===== src/rtl/smc_pkg.sv =====
package smc_pkg;
  typedef enum logic [2:0] {
    A_SETCMP = 3'd0,
    A_CLRCMP = 3'd1,
    A_SETMSK = 3'd2,
    A_CLRMSK = 3'd3,
    A_PORT   = 3'd4,
    A_IRQ    = 3'd5
  } smc_addr_e;

  localparam int unsigned NUM_CMP = 2;
  localparam int unsigned IDX_SET = 0;
  localparam int unsigned IDX_CLR = 1;
endpackage


===== src/rtl/smc_rst_sync.sv =====
module smc_rst_sync (
  input  logic clk_i,
  input  logic rst_ni,
  output logic rst_no
);
  logic [1:0] sync_q;

  always_ff @(posedge clk_i or negedge rst_ni) begin
    if (!rst_ni) sync_q <= 2'b00;
    else         sync_q <= {sync_q[0], 1'b1};
  end

  assign rst_no = sync_q[1];
endmodule


===== src/rtl/smc_regs.sv =====
module smc_regs
  import smc_pkg::*;
#(
  parameter int unsigned TW = 16,
  parameter int unsigned PW = 8
) (
  input  logic          clk_i,
  input  logic          rst_ni,
  input  logic          wr_en_i,
  input  logic [2:0]    wr_addr_i,
  input  logic [TW-1:0] wr_data_i,
  output logic [TW-1:0] set_cmp_o,
  output logic [TW-1:0] clr_cmp_o,
  output logic [PW-1:0] set_msk_o,
  output logic [PW-1:0] clr_msk_o,
  output logic          port_wr_o,
  output logic [PW-1:0] port_wdata_o,
  output logic [1:0]    irq_w1c_o
);
  logic [TW-1:0] set_cmp_q, set_cmp_n, clr_cmp_q, clr_cmp_n;
  logic [PW-1:0] set_msk_q, set_msk_n, clr_msk_q, clr_msk_n;
  logic en_setcmp, en_clrcmp, en_setmsk, en_clrmsk;
  smc_addr_e addr;

  assign addr = smc_addr_e'(wr_addr_i);

  always_comb begin
    en_setcmp = 1'b0;
    en_clrcmp = 1'b0;
    en_setmsk = 1'b0;
    en_clrmsk = 1'b0;
    port_wr_o = 1'b0;
    irq_w1c_o = 2'b00;
    if (wr_en_i) begin
      case (addr)
        A_SETCMP: en_setcmp = 1'b1;
        A_CLRCMP: en_clrcmp = 1'b1;
        A_SETMSK: en_setmsk = 1'b1;
        A_CLRMSK: en_clrmsk = 1'b1;
        A_PORT:   port_wr_o = 1'b1;
        A_IRQ:    irq_w1c_o = wr_data_i[1:0];
        default:  ;
      endcase
    end
    set_cmp_n = wr_data_i;
    clr_cmp_n = wr_data_i;
    set_msk_n = wr_data_i[PW-1:0];
    clr_msk_n = wr_data_i[PW-1:0];
  end

  assign port_wdata_o = wr_data_i[PW-1:0];

  always_ff @(posedge clk_i or negedge rst_ni) begin
    if (!rst_ni) begin
      set_cmp_q <= '0;
      clr_cmp_q <= '0;
      set_msk_q <= '0;
      clr_msk_q <= '0;
    end else begin
      if (en_setcmp) set_cmp_q <= set_cmp_n;
      if (en_clrcmp) clr_cmp_q <= clr_cmp_n;
      if (en_setmsk) set_msk_q <= set_msk_n;
      if (en_clrmsk) clr_msk_q <= clr_msk_n;
    end
  end

  assign set_cmp_o = set_cmp_q;
  assign clr_cmp_o = clr_cmp_q;
  assign set_msk_o = set_msk_q;
  assign clr_msk_o = clr_msk_q;

  // a write to the set compare address shows up in the register on the next edge
  p_setcmp_load_r9: assert property (@(posedge clk_i) disable iff (!rst_ni)
    (wr_en_i && wr_addr_i == 3'd0) |=> (set_cmp_o == $past(wr_data_i)));
endmodule


===== src/rtl/smc_match.sv =====
module smc_match #(
  parameter int unsigned TW = 16
) (
  input  logic [TW-1:0] timer_i,
  input  logic [TW-1:0] cmp_i,
  output logic          hit_o
);
  assign hit_o = (timer_i == cmp_i);
endmodule


===== src/rtl/smc_port.sv =====
module smc_port #(
  parameter int unsigned PW = 8
) (
  input  logic          clk_i,
  input  logic          rst_ni,
  input  logic          port_wr_i,
  input  logic [PW-1:0] port_wdata_i,
  input  logic          set_hit_i,
  input  logic          clr_hit_i,
  input  logic [PW-1:0] set_msk_i,
  input  logic [PW-1:0] clr_msk_i,
  input  logic [1:0]    irq_w1c_i,
  output logic [PW-1:0] port_o,
  output logic [1:0]    irq_o
);
  logic [PW-1:0] port_q, port_n;
  logic [1:0]    irq_q, irq_n;
  logic          port_en, irq_en;

  always_comb begin
    port_n = port_q;
    if (port_wr_i) port_n = port_wdata_i;
    if (set_hit_i) port_n = port_n | set_msk_i;
    if (clr_hit_i) port_n = port_n & ~clr_msk_i;
    port_en = port_wr_i | set_hit_i | clr_hit_i;
  end

  always_comb begin
    irq_n  = (irq_q & ~irq_w1c_i) | {clr_hit_i, set_hit_i};
    irq_en = (|irq_w1c_i) | set_hit_i | clr_hit_i;
  end

  always_ff @(posedge clk_i or negedge rst_ni) begin
    if (!rst_ni) begin
      port_q <= '0;
      irq_q  <= '0;
    end else begin
      if (port_en) port_q <= port_n;
      if (irq_en)  irq_q  <= irq_n;
    end
  end

  assign port_o = port_q;
  assign irq_o  = irq_q;

  p_set_high_r1: assert property (@(posedge clk_i) disable iff (!rst_ni)
    (set_hit_i && !clr_hit_i) |=> ((port_q & $past(set_msk_i)) == $past(set_msk_i)));

  p_clr_low_r2: assert property (@(posedge clk_i) disable iff (!rst_ni)
    clr_hit_i |=> ((port_q & $past(clr_msk_i)) == '0));

  p_hold_r3: assert property (@(posedge clk_i) disable iff (!rst_ni)
    (!port_wr_i && !set_hit_i && !clr_hit_i) |=> (port_q == $past(port_q)));

  p_unmasked_r3: assert property (@(posedge clk_i) disable iff (!rst_ni)
    (!port_wr_i && (set_hit_i || clr_hit_i)) |=>
      (((port_q ^ $past(port_q)) & ~($past(set_msk_i) | $past(clr_msk_i))) == '0));

  p_port_write_r6: assert property (@(posedge clk_i) disable iff (!rst_ni)
    port_wr_i |=> (((port_q ^ $past(port_wdata_i)) & ~($past(set_msk_i) | $past(clr_msk_i))) == '0));

  p_irq_set_r7: assert property (@(posedge clk_i) disable iff (!rst_ni)
    set_hit_i |=> irq_q[0]);

  p_irq_clr_r7: assert property (@(posedge clk_i) disable iff (!rst_ni)
    clr_hit_i |=> irq_q[1]);
endmodule


===== src/rtl/mask_setclr_compare.sv =====
module mask_setclr_compare
  import smc_pkg::*;
#(
  parameter int unsigned TW = 16,
  parameter int unsigned PW = 8
) (
  input  logic          clk_i,
  input  logic          rst_ni,
  input  logic [TW-1:0] timer_i,
  input  logic          wr_en_i,
  input  logic [2:0]    wr_addr_i,
  input  logic [TW-1:0] wr_data_i,
  output logic [PW-1:0] port_o,
  output logic          irq_set_o,
  output logic          irq_clr_o
);
  logic          rst_n;
  logic [TW-1:0] cmp_val [NUM_CMP];
  logic [NUM_CMP-1:0] hit;
  logic [PW-1:0] set_msk, clr_msk, port_wdata;
  logic          port_wr;
  logic [1:0]    irq_w1c, irq;

  smc_rst_sync u_rst (
    .clk_i  (clk_i),
    .rst_ni (rst_ni),
    .rst_no (rst_n)
  );

  smc_regs #(.TW(TW), .PW(PW)) u_regs (
    .clk_i        (clk_i),
    .rst_ni       (rst_n),
    .wr_en_i      (wr_en_i),
    .wr_addr_i    (wr_addr_i),
    .wr_data_i    (wr_data_i),
    .set_cmp_o    (cmp_val[IDX_SET]),
    .clr_cmp_o    (cmp_val[IDX_CLR]),
    .set_msk_o    (set_msk),
    .clr_msk_o    (clr_msk),
    .port_wr_o    (port_wr),
    .port_wdata_o (port_wdata),
    .irq_w1c_o    (irq_w1c)
  );

  for (genvar g = 0; g < NUM_CMP; g++) begin : g_cmp
    smc_match #(.TW(TW)) u_match (
      .timer_i (timer_i),
      .cmp_i   (cmp_val[g]),
      .hit_o   (hit[g])
    );
  end

  smc_port #(.PW(PW)) u_port (
    .clk_i        (clk_i),
    .rst_ni       (rst_n),
    .port_wr_i    (port_wr),
    .port_wdata_i (port_wdata),
    .set_hit_i    (hit[IDX_SET]),
    .clr_hit_i    (hit[IDX_CLR]),
    .set_msk_i    (set_msk),
    .clr_msk_i    (clr_msk),
    .irq_w1c_i    (irq_w1c),
    .port_o       (port_o),
    .irq_o        (irq)
  );

  assign irq_set_o = irq[0];
  assign irq_clr_o = irq[1];

  // a bit selected by both masks ends low when both matches fire together
  p_clear_wins_r4: assert property (@(posedge clk_i) disable iff (!rst_n)
    (hit[IDX_SET] && hit[IDX_CLR]) |=> ((port_o & $past(set_msk & clr_msk)) == '0));
endmodule


===== config.mk =====
export PLATFORM = sky130hd
export DESIGN_NAME = mask_setclr_compare
export DESIGN_NICKNAME = d
export VERILOG_FILES = /design/src/rtl/smc_pkg.sv /design/src/rtl/smc_rst_sync.sv /design/src/rtl/smc_regs.sv /design/src/rtl/smc_match.sv /design/src/rtl/smc_port.sv /design/src/rtl/mask_setclr_compare.sv
export SDC_FILE = /design/constraint.sdc
export NUM_CORES = 1
export LEC_CHECK = 0
export BUFFER_PORTS_ARGS = -buffer_cell sky130_fd_sc_hd__buf_2
export CAP_MARGIN = 20
export CORE_ASPECT_RATIO = 0.6
export CORE_MARGIN = 4
export CORE_UTILIZATION = 30
export DETAILED_ROUTE_END_ITERATION = 7
export PLACE_DENSITY = 0.5
export SLEW_MARGIN = 20
export SYNTH_ARGS = -nofsm -noshare
export SYNTH_HDL_FRONTEND = slang
export SYNTH_SLANG_ARGS = --single-unit

===== constraint.sdc =====
create_clock -name clk_i -period 4.7 [get_ports clk_i]
set_input_delay 0.705 -clock clk_i [delete_from_list [all_inputs] [get_ports clk_i]]
set_output_delay 0.705 -clock clk_i [all_outputs]
set_load 0.01 [all_outputs]

==> flow_summary.toml <==
[setup_path]
worstSetupEndpointType = "flop"
cp.required_ns = 4.90
arrival_ns = 2.30
critPathSlowestCell = "nor4_1"
r2r_start = "u_regs.clr_cmp_o[6]"
critPathKind = "in2reg"
crit_fanout = 11
crit_buf_inv = 2
crit_chain = "buf_2 > xor2_1 > nor4_1 > nand4_1 > buf_4 > o21a_2 > nor2_1 > o22ai_2"
worstSetupStartpoint = "timer_i[6]"
critPathMaxStageDelay_ns = 0.45
cp-start-kind = "input pin"
cp_top_family = "simple AND/OR/NAND/NOR gates"

[synth]
yosysUniqueCellTypes = 28
synth_warnings = 0
synth_edf_count = 0
yosysTopAreaCellShare_pct = 51.8
synth_most_common_cell = "dfrtp_1"
synth-seq-cells = 60
synthArstFlopShare_pct = 100
netlist_instances = 221
yosys_most_used_dff = "dfrtp_1"
synth_top_cell_by_area = "dfrtp_1"
synthTopCellsByArea = "dfrtp_1 (52%), mux2_2 (18%), xnor2_1 (4.8%)"
avgSynthCellArea_um2 = 13.1
netlist_top_cells_count = "dfrtp_1 (60), mux2_2 (47), nor2_1 (23)"
seq_area_frac_synth_pct = 51.8
syn_nets = 259
syn_area_um2 = 2900

[run]
cap_violations = 0

[floorplan]
core_area_um2 = 9290
die_w_um = 135
ioPinCount = 48
num_rows = 27
die_h_um = 84.2
fp.dieArea_um2 = 11400
start_util_pct = 31.2

[sta]
rsz0062_at_grt = "false"
whs_ns = 0.141
period_needed_ns = 2.10
setup-violations-final = 0
final_max_slew_viol_count = 0
fmax_mhz = 477
fin_setup_tns_ns = 0
fin_worst_skew_ns = 0.00461
tightest_slew_ns = 0.876
finalCritPeriodShare_pct = 44.6
finalHoldViolCount = 0
max_slew_margin_pct = 41.4

[drt]
wl_um = 6720
wl_met1_um = 3600
drtIter0Drc = 151
drc_errors = 0
antenna_left = 0
wl_per_cell_um = 16.4
wl_met2_um = 2620
drt_pass1_iterations = 4
dr_total_vias = 1845
top_layer = "met4"
dr_wl_met3_um = 408
via_per_inst = 4.49

[layout]
syn_to_final_growth_pct = 21.7
final-instance-count-excl-fill = 411
antennaDiodeCount = 0
drive_gt1_share_pct = 45.6
nets = 314
design_area_um2 = 3530

[clock_network]
clock_path_buffers = 2
ctsResizeCount = 0
clk_latency_ns = 0.32
root_buffer = "clkbuf_16"
postCtsSetupBuffers = 0
hold_buffers = 0
cts_tree = "built"
clkSlewWorstSetupHoldPaths_ns = 0.05
cts_max_level = 3
numClockSinks = 60
cts_made_buffers = 9

[placement]
hpwl_um = 4960
dpl_cell_area_um2 = 3260
dp_cells = 395
port_buffers = 47
routabilityCongestion = 0.736

[global_route]
grt_max_degree = 49
antenna_found_initial = 0
grt_usage_pct = 13.0
overflow = 0
grt_pass1_wl_um = 10900
grt_pass1_vias = 2011

[outcome]
outcome = "finished clean"

[power]
p_per_area_nw_per_um2 = 453
vdd_drop_max_mv = 0.168
power.leakage_uw = 0.00153

[hold_path]
hold_path.class = "reg2async"
where the power goes:
group	total (µW)	internal, µW	switching, µW
combinational	311	173	139
sequential	703	630	73.2
clock	584	369	215
cell usage in the layout, fill, tap and decap left out, types with 2 or more instances in the layout:
master and instances:
dfrtp_1 59, mux2_2 47, buf_2 47, nor2_1 23
xnor2_1 16, xor2_1 16, clkbuf_16 9, inv_1 8
o22ai_2 7, nand2_1 6, nand4_1 5, a221oi_1 5
nor4_1 4, clkbuf_1 4, buf_4 3, nand2b_1 2
nor2_4 2, nor3_4 2, a221oi_2 2, clkinv_2 2
through the flow:
step / utilization, % / worst slack, ns / total power, µW
finish: 38.0 / 2.60 / 1600
global route: 38.0 / 2.53 / 1700
CTS: 38.0 / 2.60 / 1630
detailed placement: 35.1 / 2.26 / 1030
global placement: 35.1 / 2.17 / 1020
floorplan: - / 2.83 / 920
state kept, by name, indices dropped and copies added, names as in the netlist:
register          count
u_port.irq_o          2
u_regs.clr_msk_o      8
u_regs.clr_cmp_o     16
u_rst.sync_q          2
u_port.port_o         8
u_regs.set_cmp_o     16
u_regs.set_msk_o      8
worst paths after layout:
kind                                             end  slack [ns]  cells past startpoint
worst min register to register   u_regs.clr_msk_o[6]        0.14                      0
max in group asynchronous       u_regs.clr_cmp_o[14]        3.65                      1
worst min-delay path             u_regs.clr_msk_o[6]        0.14                      0
worst max register to register      u_port.port_o[4]        2.73                      7
min in group clk_i                   u_rst.sync_q[1]        0.35                      0
worst max-delay path                u_port.port_o[4]        2.60                      8
cell type report:
cell class	count	area (µm²)
Fill cell	945	5760
Sequential cell	60	1500
Multi-Input combinational cell	147	1310
Timing Repair Buffer	50	258
Clock buffer	14	254
Tap cell	130	163
Inverter	8	30.0
Clock inverter	2	10.0
routing by layer:
metal  vias to the layer above  GRT usage, %
met1                       912          19.8
li1                        884             -
met4                         0          4.39
met3                         9          5.27
met5                         -             0
met2                        40          16.3
logic make-up (layout without fill, tap and decap cells):
group,Yosys count,in the layout,synth area share (%)
and+or+nand+nor,48,48,10.1
muxes,49,49,19.0
AOI/OAI and AO/OA,17,17,6.34
xor gates and xnor gates,32,32,9.66
other,1,1,0.129
DFF,60,60,51.8
buffers and inverters,14,74,3.02
No activity file was read; power rests on OpenSTA's default activity.
